$ cat src/rtl/sfs_pkg.sv
// Shared command codes, decode record and controller states for the
// flash command sequencer. Assumes 3-byte flash addressing.
package sfs_pkg;
    localparam int ADDR_BYTES = 3;

    localparam logic [7:0] CMD_WREN  = 8'h06;
    localparam logic [7:0] CMD_WRDI  = 8'h04;
    localparam logic [7:0] CMD_CHIP  = 8'hC7;
    localparam logic [7:0] CMD_JID   = 8'h9F;
    localparam logic [7:0] CMD_RDST  = 8'h05;
    localparam logic [7:0] CMD_WRST  = 8'h01;
    localparam logic [7:0] CMD_ID    = 8'hAB;
    localparam logic [7:0] CMD_SECT  = 8'hD8;
    localparam logic [7:0] CMD_READ  = 8'h03;
    localparam logic [7:0] CMD_PROG  = 8'h02;
    localparam logic [7:0] CMD_FREAD = 8'h0B;

    typedef struct packed {
        logic       known;   // command recognised
        logic [1:0] acnt;    // address bytes
        logic       dummy;   // one byte to drop after address
        logic       prog;    // needs poll + enable between pieces
        logic       fixed;   // lengths must match ftx / frx
        logic [2:0] ftx;
        logic [2:0] frx;
        logic [7:0] issue;   // command byte sent to the engine
    } cmd_info_t;

    typedef enum logic [3:0] {
        S_IDLE, S_OPC, S_ADDR, S_DUMMY, S_PLAN, S_GATHER, S_ISSUE, S_WAIT,
        S_EMIT, S_POLL, S_POLL_WAIT, S_WREN, S_WREN_WAIT, S_DRAIN, S_DONE
    } seq_state_t;
endpackage

$ cat src/rtl/sfs_cmd_decode.sv
// Command decoder: maps a command byte to its address length, dummy byte,
// program flag, fixed data lengths and the byte actually issued.
// Assumes nothing about timing; purely combinational.
module sfs_cmd_decode
    import sfs_pkg::*;
(
    input  logic [7:0] cmd,
    output cmd_info_t  info
);
    // Table lookup of command properties.
    always_comb begin
        info       = '0;
        info.issue = cmd;
        case (cmd)
            CMD_WREN, CMD_WRDI, CMD_CHIP: begin
                info.known = 1'b1; info.fixed = 1'b1;
            end
            CMD_JID: begin
                info.known = 1'b1; info.fixed = 1'b1; info.frx = 3'd3;
            end
            CMD_RDST: begin
                info.known = 1'b1; info.fixed = 1'b1; info.frx = 3'd1;
            end
            CMD_WRST: begin
                info.known = 1'b1; info.fixed = 1'b1; info.ftx = 3'd1;
            end
            CMD_ID: begin
                info.known = 1'b1; info.fixed = 1'b1; info.acnt = 2'd3;
                info.frx = 3'd1;
            end
            CMD_SECT: begin
                info.known = 1'b1; info.fixed = 1'b1; info.acnt = 2'd3;
            end
            CMD_READ: begin
                info.known = 1'b1; info.acnt = 2'd3;
            end
            CMD_PROG: begin
                info.known = 1'b1; info.acnt = 2'd3; info.prog = 1'b1;
            end
            CMD_FREAD: begin
                info.known = 1'b1; info.acnt = 2'd3; info.dummy = 1'b1;
                info.issue = CMD_READ;
            end
            default: info = '0;
        endcase
    end
endmodule

$ cat src/rtl/sfs_piece_size.sv
// Piece sizer: min(remaining, PIECE_MAX). Assumes LEN_W covers PW bits.
module sfs_piece_size #(
    parameter int LEN_W     = 8,
    parameter int PIECE_MAX = 4,
    localparam int PW       = $clog2(PIECE_MAX + 1)
) (
    input  logic [LEN_W-1:0] remaining,
    output logic [PW-1:0]    piece
);
    // Clamp the remaining count to one piece.
    always_comb begin
        if (remaining >= LEN_W'(PIECE_MAX))
            piece = PW'(PIECE_MAX);
        else
            piece = remaining[PW-1:0];
    end
endmodule

$ cat src/rtl/spi_flash_sequencer.sv
// Flash command sequencer. Takes a request (lengths), parses the command
// header from the write stream, and drives a shift engine with operations
// of at most PIECE_MAX data bytes. Between program pieces it polls status
// and re-enables writes. Assumes one engine response per accepted
// operation, and requests only while req_ready is high.
module spi_flash_sequencer
    import sfs_pkg::*;
#(
    parameter int LEN_W     = 8,
    parameter int PIECE_MAX = 4,
    localparam int DW       = 8 * PIECE_MAX,
    localparam int PW       = $clog2(PIECE_MAX + 1),
    localparam int IW       = $clog2(PIECE_MAX),
    localparam int TCW      = $clog2(ADDR_BYTES + PIECE_MAX + 2),
    localparam int AW       = 8 * ADDR_BYTES
) (
    input  logic             clk,
    input  logic             rst_n,
    input  logic             req_valid,
    output logic             req_ready,
    input  logic [LEN_W-1:0] req_wlen,
    input  logic [LEN_W-1:0] req_rlen,
    input  logic             wr_valid,
    output logic             wr_ready,
    input  logic [7:0]       wr_data,
    output logic             rd_valid,
    input  logic             rd_ready,
    output logic [7:0]       rd_data,
    output logic             op_valid,
    input  logic             op_ready,
    output logic [7:0]       op_code,
    output logic [AW-1:0]    op_addr,
    output logic [1:0]       op_alen,
    output logic [DW-1:0]    op_wdata,
    output logic [TCW-1:0]   op_txcnt,
    output logic [PW-1:0]    op_rxcnt,
    input  logic             rsp_valid,
    input  logic [DW-1:0]    rsp_data,
    output logic             done,
    output logic             done_err
);
    seq_state_t       st;
    cmd_info_t        info_q, dec;
    logic [LEN_W-1:0] wrem, rrem, cnt;
    logic [AW-1:0]    addr;
    logic [DW-1:0]    wbuf, rxbuf;
    logic [PW-1:0]    tx_n, rx_n, ptx, prx;
    logic             err;

    sfs_cmd_decode u_dec (.cmd(wr_data), .info(dec));
    sfs_piece_size #(.LEN_W(LEN_W), .PIECE_MAX(PIECE_MAX)) u_tx_piece (.remaining(wrem), .piece(ptx));
    sfs_piece_size #(.LEN_W(LEN_W), .PIECE_MAX(PIECE_MAX)) u_rx_piece (.remaining(rrem), .piece(prx));

    // Header consistency check applied when the command byte arrives.
    logic [LEN_W-1:0] body, hdr, dlen;
    logic             hdr_bad;
    always_comb begin
        body    = wrem - 1'b1;
        hdr     = LEN_W'(dec.acnt) + LEN_W'(dec.dummy);
        dlen    = body - hdr;
        hdr_bad = !dec.known || (body < hdr) || ((dlen != '0) && (rrem != '0))
                  || (dec.fixed && ((dlen != LEN_W'(dec.ftx)) || (rrem != LEN_W'(dec.frx))));
    end

    // Where to go once a data piece has fully completed.
    seq_state_t after_st;
    always_comb begin
        if ((wrem == '0) && (rrem == '0)) after_st = S_DONE;
        else if (info_q.prog)             after_st = S_POLL;
        else                              after_st = S_PLAN;
    end

    // Main sequencing state machine.
    always_ff @(posedge clk) begin
        if (!rst_n) begin
            st <= S_IDLE; info_q <= '0; wrem <= '0; rrem <= '0; cnt <= '0;
            addr <= '0; wbuf <= '0; rxbuf <= '0; tx_n <= '0; rx_n <= '0; err <= 1'b0;
        end else begin
            case (st)
                S_IDLE: if (req_valid) begin
                    wrem <= req_wlen; rrem <= req_rlen; addr <= '0; err <= 1'b0;
                    if (req_wlen == '0) begin err <= 1'b1; st <= S_DONE; end
                    else st <= S_OPC;
                end
                S_OPC: if (wr_valid) begin
                    info_q <= dec;
                    if (hdr_bad) begin
                        err <= 1'b1; cnt <= body;
                        st  <= (body == '0) ? S_DONE : S_DRAIN;
                    end else begin
                        wrem <= dlen; cnt <= LEN_W'(dec.acnt);
                        if (dec.acnt != '0)  st <= S_ADDR;
                        else if (dec.dummy)  st <= S_DUMMY;
                        else                 st <= S_PLAN;
                    end
                end
                S_ADDR: if (wr_valid) begin
                    addr <= {addr[AW-9:0], wr_data};
                    cnt  <= cnt - 1'b1;
                    if (cnt == LEN_W'(1)) st <= info_q.dummy ? S_DUMMY : S_PLAN;
                end
                S_DUMMY: if (wr_valid) st <= S_PLAN;
                S_PLAN: begin
                    tx_n <= ptx; rx_n <= prx;
                    wrem <= wrem - LEN_W'(ptx); rrem <= rrem - LEN_W'(prx);
                    cnt  <= '0; wbuf <= '0;
                    st   <= (ptx != '0) ? S_GATHER : S_ISSUE;
                end
                S_GATHER: if (wr_valid) begin
                    wbuf[8*cnt[IW-1:0] +: 8] <= wr_data;
                    cnt <= cnt + 1'b1;
                    if (cnt + 1'b1 == LEN_W'(tx_n)) st <= S_ISSUE;
                end
                S_ISSUE: if (op_ready) st <= S_WAIT;
                S_WAIT: if (rsp_valid) begin
                    rxbuf <= rsp_data;
                    addr  <= addr + AW'(tx_n) + AW'(rx_n);
                    cnt   <= '0;
                    st    <= (rx_n != '0) ? S_EMIT : after_st;
                end
                S_EMIT: if (rd_ready) begin
                    rxbuf <= rxbuf >> 8;
                    cnt   <= cnt + 1'b1;
                    if (cnt + 1'b1 == LEN_W'(rx_n)) st <= after_st;
                end
                S_POLL:      if (op_ready)  st <= S_POLL_WAIT;
                S_POLL_WAIT: if (rsp_valid) st <= rsp_data[0] ? S_POLL : S_WREN;
                S_WREN:      if (op_ready)  st <= S_WREN_WAIT;
                S_WREN_WAIT: if (rsp_valid) st <= S_PLAN;
                S_DRAIN: if (wr_valid) begin
                    cnt <= cnt - 1'b1;
                    if (cnt == LEN_W'(1)) st <= S_DONE;
                end
                S_DONE: st <= S_IDLE;
                default: st <= S_IDLE;
            endcase
        end
    end

    // Stream handshakes and completion decoded from the state.
    always_comb begin
        req_ready = (st == S_IDLE);
        wr_ready  = (st == S_OPC) || (st == S_ADDR) || (st == S_DUMMY)
                    || (st == S_GATHER) || (st == S_DRAIN);
        rd_valid  = (st == S_EMIT);
        rd_data   = rxbuf[7:0];
        done      = (st == S_DONE);
        done_err  = (st == S_DONE) && err;
    end

    // Operation fields for data pieces, status polls and write-enables.
    always_comb begin
        op_valid = 1'b0; op_code = '0; op_addr = addr; op_alen = '0;
        op_wdata = '0;   op_txcnt = '0; op_rxcnt = '0;
        case (st)
            S_ISSUE: begin
                op_valid = 1'b1; op_code = info_q.issue; op_alen = info_q.acnt;
                op_wdata = wbuf; op_rxcnt = rx_n;
                op_txcnt = TCW'(1) + TCW'(info_q.acnt) + TCW'(tx_n);
            end
            S_POLL: begin
                op_valid = 1'b1; op_code = CMD_RDST; op_txcnt = TCW'(1); op_rxcnt = PW'(1);
            end
            S_WREN: begin
                op_valid = 1'b1; op_code = CMD_WREN; op_txcnt = TCW'(1);
            end
            default: ;
        endcase
    end

    AST_OP_HOLD: assert property (@(posedge clk) disable iff (!rst_n)
        op_valid && !op_ready |=> op_valid && $stable({op_code, op_addr, op_alen, op_wdata, op_txcnt, op_rxcnt}))
        else $error("operation changed while waiting");
    AST_RD_HOLD: assert property (@(posedge clk) disable iff (!rst_n)
        rd_valid && !rd_ready |=> rd_valid && $stable(rd_data))
        else $error("read byte changed while waiting");
    AST_PIECE_BOUND: assert property (@(posedge clk) disable iff (!rst_n)
        op_valid |-> (op_rxcnt <= PW'(PIECE_MAX)) && (op_txcnt <= TCW'(1 + ADDR_BYTES + PIECE_MAX)))
        else $error("operation exceeds piece size");
    AST_ONE_DIRECTION: assert property (@(posedge clk) disable iff (!rst_n)
        op_valid |-> !((op_txcnt > TCW'(op_alen) + TCW'(1)) && (op_rxcnt != '0)))
        else $error("operation sends and receives data");
    AST_DONE_PULSE: assert property (@(posedge clk) disable iff (!rst_n)
        done |=> !done)
        else $error("done longer than one cycle");
    AST_ENABLE_AFTER_IDLE: assert property (@(posedge clk) disable iff (!rst_n)
        (st == S_POLL_WAIT) && rsp_valid && !rsp_data[0] |=> op_valid && (op_code == CMD_WREN) && (op_rxcnt == '0))
        else $error("write-enable did not follow idle status");
endmodule

$ cat config.mk
export PLATFORM = sky130hd
export DESIGN_NAME = spi_flash_sequencer
export DESIGN_NICKNAME = d
export VERILOG_FILES = /design/src/rtl/sfs_pkg.sv /design/src/rtl/sfs_cmd_decode.sv /design/src/rtl/sfs_piece_size.sv /design/src/rtl/spi_flash_sequencer.sv
export SDC_FILE = /design/constraint.sdc
export NUM_CORES = 1
export LEC_CHECK = 0
export BUFFER_PORTS_ARGS = -buffer_cell sky130_fd_sc_hd__buf_2
export CORE_AREA = 8 8 139 141
export DETAILED_ROUTE_END_ITERATION = 6
export DIE_AREA = 0 0 147 149
export PLACE_DENSITY_LB_ADDON = 0.2
export SETUP_SLACK_MARGIN = 0.3
export SKIP_LAST_GASP = 1
export SYNTH_ARGS = -nofsm -noshare
export SYNTH_HDL_FRONTEND = slang
export SYNTH_SLANG_ARGS = --single-unit
$ cat constraint.sdc
create_clock -name clk -period 4 [get_ports clk]
set_clock_uncertainty 0.2 [all_clocks]
set_input_delay 0.2 -clock clk [delete_from_list [all_inputs] [get_ports clk]]
set_output_delay 0.2 -clock clk [all_outputs]
set_load 0.02 [all_outputs]
==> run_results.csv, run 1 <==
group,metric,value,unit
run_status,outcome,"completed",
grt,antenna_found_initial,2,
grt,grt_use_total,0.2542,
yosys,yosysTopAreaCell,"dfxtp_1",
drt,dr.first_iter.drc_count,859,
worst_setup_path,crit_fanout,6,
yosys,dominantRegCellSynth,"dfxtp_1",
layout,multi_input_comb_area,5585,um2
placement,portBuffers,149,
drt,dr.pass1.iters,5,
yosys,mappedNetlistArea,8618,um2
timing,max_slew_margin,0.1954,
drt,num_vias,9435,
job,max-cap-violations,0,
drt,vias_per_cell,5.983,
layout,regArea,2683,um2
timing,final_hold_viol_count,0,
layout,fin_nets,1428,
hold_path,hold_path_class,"input port to register",
grt,grt_pass1_vias,8887,
timing,drv_slew,0,
timing,finalSetupTns,0,ps
power,p_leak,4.563,nW
worst_setup_path,path_delay_family,"compound AO/OA/AOI/OAI gates",
clock_network,clk_latency,430,ps
floorplan,die_w,147,um
floorplan,dieArea,21900,um2
layout,fillers,1554,
worst_setup_path,cp-end-kind,"register",
power,power.density,653.7,nW/um2
yosys,synth_cell_types,75,
timing,finalWorstPathRequiredPeriod,3865,ps
clock_network,cts.sinks,134,
worst_setup_path,cp_data_required_time,4150,ps
timing,post-route-period-util,0.9664,
layout,fin_cells,1577,
yosys,synth-seq-cells,134,
clock_network,cts_root_buffer,"clkbuf_16",
worst_setup_path,cp_slowest_cell,"or4_4",
clock_network,cts_buffer_depth,2,
worst_setup_path,start_kind,"input port",
yosys,synth_top_area_frac,0.3113,
placement,dpl_cell_area,9832,um2
drt,ant_nets,0,
floorplan,num_rows,48,
yosys,synth_area_leaders,"dfxtp_1 31%, nor2_1 6.4%, nand2_1 5.4%, a21oi_1 4.8%, mux2i_1 3.8%",
placement,placed_cells,1497,
power,vdd_drop_max,0.3522,mV
floorplan,core_region_area,17060,um2
yosys,yosysSeqAreaShare,0.3113,
floorplan,initial_utilization,0.5053,
layout,drive_gt1_frac,0.2185,
worst_setup_path,r2r_slack,250,ps
timing,fmax,258.7,MHz
clock_network,cts_buffers,17,
layout,final_area,10980,um2
drt,wl,28690,um
floorplan,fp.dieH,149,um
timing,setup-violations-final,0,
yosys,avgSynthCellArea,7.488,um2
worst_setup_path,crit_chain,"buf_2 -> or4_4 -> o21ai_2 -> nand2_2 -> ha_4 -> ha_4 -> fa_2 -> nor2b_2 -> a2111o_1 -> a211o_1 -> a2111o_1 -> a211oi_2 -> o221a_4 -> buf_12 -> a21oi_4 -> nand2b_4 -> a211oi_2",
yosys,syn_inst,1151,
timing,max_slew.worst_pin.slew,1202,ps
worst_setup_path,cp_num_buf_inv,2,
worst_setup_path,max_stage_delay,560,ps
yosys,synth_edf_count,0,
clock_network,cts_htree_levels,4,
placement,gp_congestion,0.9310,
drt,drc,0,
drt,post_drt_wl_per_cell,18.19,um
worst_setup_path,cp_data_arrival_time,4010,ps
grt,grt_max_degree,72,
timing,rsz0062_at_grt,"yes",
grt,grt_overflow_total,0,
floorplan,io_pins,150,
worst_setup_path,crit_type,"input port to register",
clock_network,cts_tree,"built",
power,finalPower,0.007179,W
grt,grt_pass1_wl,45740,um
yosys,synthArstFlopShare,0,
placement,hpwl,19800,um
yosys,yosys_warnings,0,
clock_network,cts.clk_slew.worst_paths,60,ps
layout,syn_to_final_growth,27.42,%
tightest hold or removal path, delay by kind of cell:
family          cells  cell delay, ps
simple gates        2             110
mux                 1             130
compound gates      1              70
buf+inv             1              90
Yosys cell counts, types with 12 or more instances:
library cell and instances:
xnor2_1 16, inv_1 34, and3_1 43, ha_1 22
dfxtp_1 134, nor3_1 39, xor2_1 14, a22oi_1 32
a211oi_1 33, o22ai_1 12, a21oi_1 82, nand2_1 123
clkbuf_1 69, a221oi_1 12, mux2i_1 33, o21ai_0 53
nand3_1 56, nor2_1 146
sequential cells by signal, summed over array words and instances (netlist names):
signal	count
wbuf	32
st	4
cnt	8
info_q	11
wrem	8
rrem	8
rxbuf	32
tx_n	3
err	1
rx_n	3
op_addr	24
where the power goes:
group / switching, W / total (W) / internal, W / leakage, nW
logic: 0.00230 / 0.00378 / 0.00149 / 3.19
registers: 0.000287 / 0.00183 / 0.00154 / 1.09
clock network: 0.000662 / 0.00157 / 0.000906 / 0.285
total: 0.00325 / 0.00718 / 0.00393 / 4.56
per-stage QoR:
| stage | hold slack, ps | setup WS, ps | util |
|---|---|---|---|
| global placement | 234.5 | -297.3 | 0.5764 |
| CTS | 0.6694 | 198.2 | 0.6401 |
| global route | 17.96 | 15.02 | 0.6439 |
| detailed placement | 242.6 | -383.0 | 0.5764 |
| floorplan | 136.0 | -3.657 | - |
| finish | 14.89 | 134.5 | 0.6439 |
cell usage in the layout, fill, tap and decap left out, types with 7 or more instances in the layout:
cell type / n
a211oi_1: 33
a21o_1: 8
a21oi_1: 82
a221oi_1: 12
a22oi_1: 32
a31oi_1: 10
and2_1: 10
and3_1: 43
buf_2: 148
buf_4: 61
clkbuf_16: 17
dfxtp_1: 134
dlygate4sd3_1: 42
ha_1: 19
inv_1: 31
mux2i_1: 33
nand2_1: 121
nand2b_1: 8
nand3_1: 53
nand4_1: 9
nor2_1: 143
nor3_1: 35
nor4_1: 7
o211ai_1: 7
o21ai_0: 50
o21ai_1: 9
o22ai_1: 12
xnor2_1: 16
xor2_1: 14
routing by layer:
| layer | up-vias | track usage | routed length (um) |
|---|---|---|---|
| met5 | - | 0 | 0 |
| met2 | 435 | 0.4078 | 13270 |
| met4 | 0 | 0.09689 | 753 |
| met3 | 59 | 0.05249 | 2178 |
| li1 | 4535 | - | - |
| met1 | 4406 | 0.3307 | 12490 |
cell type report:
type | count | share of cell area
flip-flops and latches | 134 | 0.2443
repair buffers | 257 | 0.1552
diodes | 2 | 0.0004557
clock inverters | 13 | 0.01219
well taps | 225 | 0.02564
multi-input cells | 891 | 0.5086
inverters | 36 | 0.01242
clock buffers | 19 | 0.04124
worst paths after layout:
| kind | endpoint | cells after the start | startpoint |
|---|---|---|---|
| worst min register to register | info_q[4]$_SDFFE_PN0P_ | 2 | info_q[4]$_SDFFE_PN0P_ |
| worst max-delay path | wrem[2]$_SDFFE_PN0P_ | 17 | wr_data[4] |
| worst max register to register | wrem[2]$_SDFFE_PN0P_ | 15 | wrem[1]$_SDFFE_PN0P_ |
| worst min-delay path | wrem[5]$_SDFFE_PN0P_ | 5 | req_wlen[5] |
what timing repair did:
action / in CTS / in global routing
endpoints found under the setup margin: 21 / 21
endpoints found under the hold margin: 42 / 0
setup buffers: 3 / 0
resized for setup: 11 / 10
hold buffers: 42 / 0
pin swaps: 17 / 11
gates cloned: 1 / 0
logic make-up (layout without fill, tap and decap cells):
logic type                 count (synthesis)  after routing  share of synthesized area
AOI/OAI and AO/OA                        316            317                     0.2452
adders and majority gates                 28             28                    0.04588
muxes                                     35             35                    0.04225
other                                      1              4                  0.0004351
DFF                                      134            134                     0.3113
xor gates and xnor gates                  30             30                    0.03049
and+or+nand+nor                          479            479                     0.2621
buffers and inverters                    128            325                    0.06243
(Power assumes the default switching activity.)
==> run 2: changes to the inputs <==
==> constraint.sdc (replaced) <==
create_clock -name clk -period 4.26 [get_ports clk]
set_clock_uncertainty 0.2 [all_clocks]
set_input_delay 0.213 -clock clk [delete_from_list [all_inputs] [get_ports clk]]
set_output_delay 0.213 -clock clk [all_outputs]
set_load 0.02 [all_outputs]
==> run 2 against run 1 <==
Compared with the run above: worst hold slack worse by 12 ps; final cell count down 0.76%; routed wire length rose by 0.52%; via count shrank 0.75%; critical path type unchanged; flip-flop and latch count unchanged; worst setup slack better by 250 ps; power shrank 7.4%; sequential share of layout area grew 0.20 points; critical path depth increased by 2.
==> run_results.csv, run 2 (synthesis results as in run 1) <==
group,metric,value,unit
floorplan,io_pins,150,
placement,portBuffers,149,
clock_network,cts_buffers,17,
placement,placed_cells,1480,
layout,fin_nets,1416,
clock_network,cts_tree,"built",
placement,gp_congestion,0.9556,
layout,final_area,10910,um2
grt,met3_usage,0.05613,
placement,post-place-ws,-126.9,ps
drt,dr.pass1.iters,6,
timing,setup-violations-final,0,
floorplan,fp.dieH,149,um
hold_path,hold_start,"wr_data[7]",
clock_network,cts.sinks,134,
drt,drc,0,
floorplan,initial_utilization,0.5053,
floorplan,core_region_area,17060,um2
grt,antenna_found_initial,1,
worst_setup_path,rr_worst_depth,13,
hold_path,holdPathStages,4,
worst_setup_path,r2r-start,"wrem[1]$_SDFFE_PN0P_",
drt,ant_nets,0,
drt,num_vias,9364,
timing,fmax,258.0,MHz
drt,vias_per_cell,5.983,
clock_network,cts_buffer_depth,2,
grt,top_usage_layer,"met2",
grt,grt_pass1_vias,8988,
grt,met1_usage,0.3268,
floorplan,num_rows,48,
layout,fin_cells,1565,
worst_setup_path,cp_data_required_time,4410,ps
drt,post_drt_wl_per_cell,18.43,um
run_status,outcome,"completed",
worst_setup_path,r2r_slack,420,ps
layout,drive_gt1_frac,0.2100,
layout,layout_commonest_cell,"buf_2",
timing,finalWorstPathRequiredPeriod,3876,ps
worst_setup_path,worstReg2RegEnd,"wrem[4]$_SDFFE_PN0P_",
drt,dr.first_iter.drc_count,886,
grt,grt_pass1_wl,45740,um
timing,max_slew.worst_pin.slew,1165,ps
clock_network,cts_root_buffer,"clkbuf_16",
grt,grt_overflow_total,0,
hold_path,hold_end,"wbuf[31]$_SDFFE_PN0P_",
grt,grt_max_degree,67,
worst_setup_path,crit_fanout,6,
floorplan,dieArea,21900,um2
worst_setup_path,crit_type,"input port to register",
hold_path,hold_path_class,"input port to register",
timing,final_hold_viol_count,0,
floorplan,die_w,147,um
worst_setup_path,start_kind,"input port",
timing,max_slew_margin,0.2207,
timing,rsz0062_at_grt,"yes",
power,power.density,609.7,nW/um2
timing,fin_ws,384.0,ps
placement,hpwl,19790,um
power,p_leak,4.500,nW
power,finalPower,0.006650,W
grt,grt_use_met2,0.4083,
timing,post-route-period-util,0.9099,
grt,grt_use_total,0.2536,
layout,syn_to_final_growth,26.57,%
layout,fillers,1545,
clock_network,clk_latency,440,ps
layout,most-common-layout-cells,"145 x buf_2, 143 x nor2_1, 133 x dfxtp_1",
clock_network,cts.clk_slew.worst_paths,60,ps
worst_setup_path,cp-end-kind,"register",
drt,wl,28840,um
layout,final_core_util,0.6395,
timing,drv_slew,0,
job,max-cap-violations,0,
clock_network,cts_htree_levels,4,
placement,dpl_cell_area,9692,um2
worst_setup_path,cp_data_arrival_time,4030,ps
power,vdd_drop_max,0.3217,mV
## run 2: cell type report
class	instances	area (um2)	area share
Antenna cell	2	5.005	0.0004588
Clock buffer	19	452.9	0.04152
Clock inverter	13	135.1	0.01239
Inverter	36	136.4	0.01250
Multi-Input combinational cell	891	5593	0.5127
Sequential cell	134	2686	0.2463
Tap cell	225	281.5	0.02581
Timing Repair Buffer	245	1618	0.1483
## run 2: how the worst max path moves through the flow
stage / start / to / slack (ps) / cells after the start
after floorplan: wr_data[5] / cnt[2]$_SDFFE_PN0P_ / 240 / 19
after global placement: wr_data[5] / cnt[0]$_SDFFE_PN0P_ / 3 / 17
after detailed placement: wr_data[5] / st[1]$_SDFFE_PN0P_ / -130 / 17
after CTS: wr_data[5] / st[1]$_SDFFE_PN0P_ / 330 / 17
after global routing: wr_data[6] / wrem[4]$_SDFFE_PN0P_ / 240 / 20
final: wr_data[6] / wrem[4]$_SDFFE_PN0P_ / 380 / 19
## run 2: worst max-delay path: stages
cell	delay [ps]
buf_2	100
buf_4	140
nor2_4	90
a32oi_2	140
or2_4	280
o21ai_2	60
nand2_2	120
ha_4	300
ha_4	130
fa_2	210
nor2b_2	50
a2111o_1	390
a211o_1	250
a2111o_1	450
a211oi_4	250
o221a_4	280
a21oi_4	100
nand2b_4	220
o31ai_2	240
## run 2: per-stage QoR
stage               hold slack (ps)  setup TNS (ps)
floorplan                     149.0               0
global placement              234.6               0
detailed placement            242.6           -1176
CTS                           4.139               0
global route                  26.80               0
finish                        2.676               0
## run 2: report_power, final
group	internal (W)	leakage (nW)	switching, W
combinational	0.00131	3.13	0.00214
sequential	0.00145	1.09	0.000277
clock	0.000851	0.284	0.000628
total	0.00360	4.50	0.00305
## run 2: layer usage
layer,part of all wire,vias to the layer above
met2,0.47,418
met3,0.078,57
met5,0,-
met1,0.43,4389
met4,0.025,0
li1,-,4500
## run 2: what timing repair did
item	CTS	global route
hold endpoints to repair	44	0
pin swaps	0	16
endpoints found under the setup margin	13	20
gates resized for setup	1	26
gates cloned	0	1
hold buffers	44	0
setup buffers	0	6
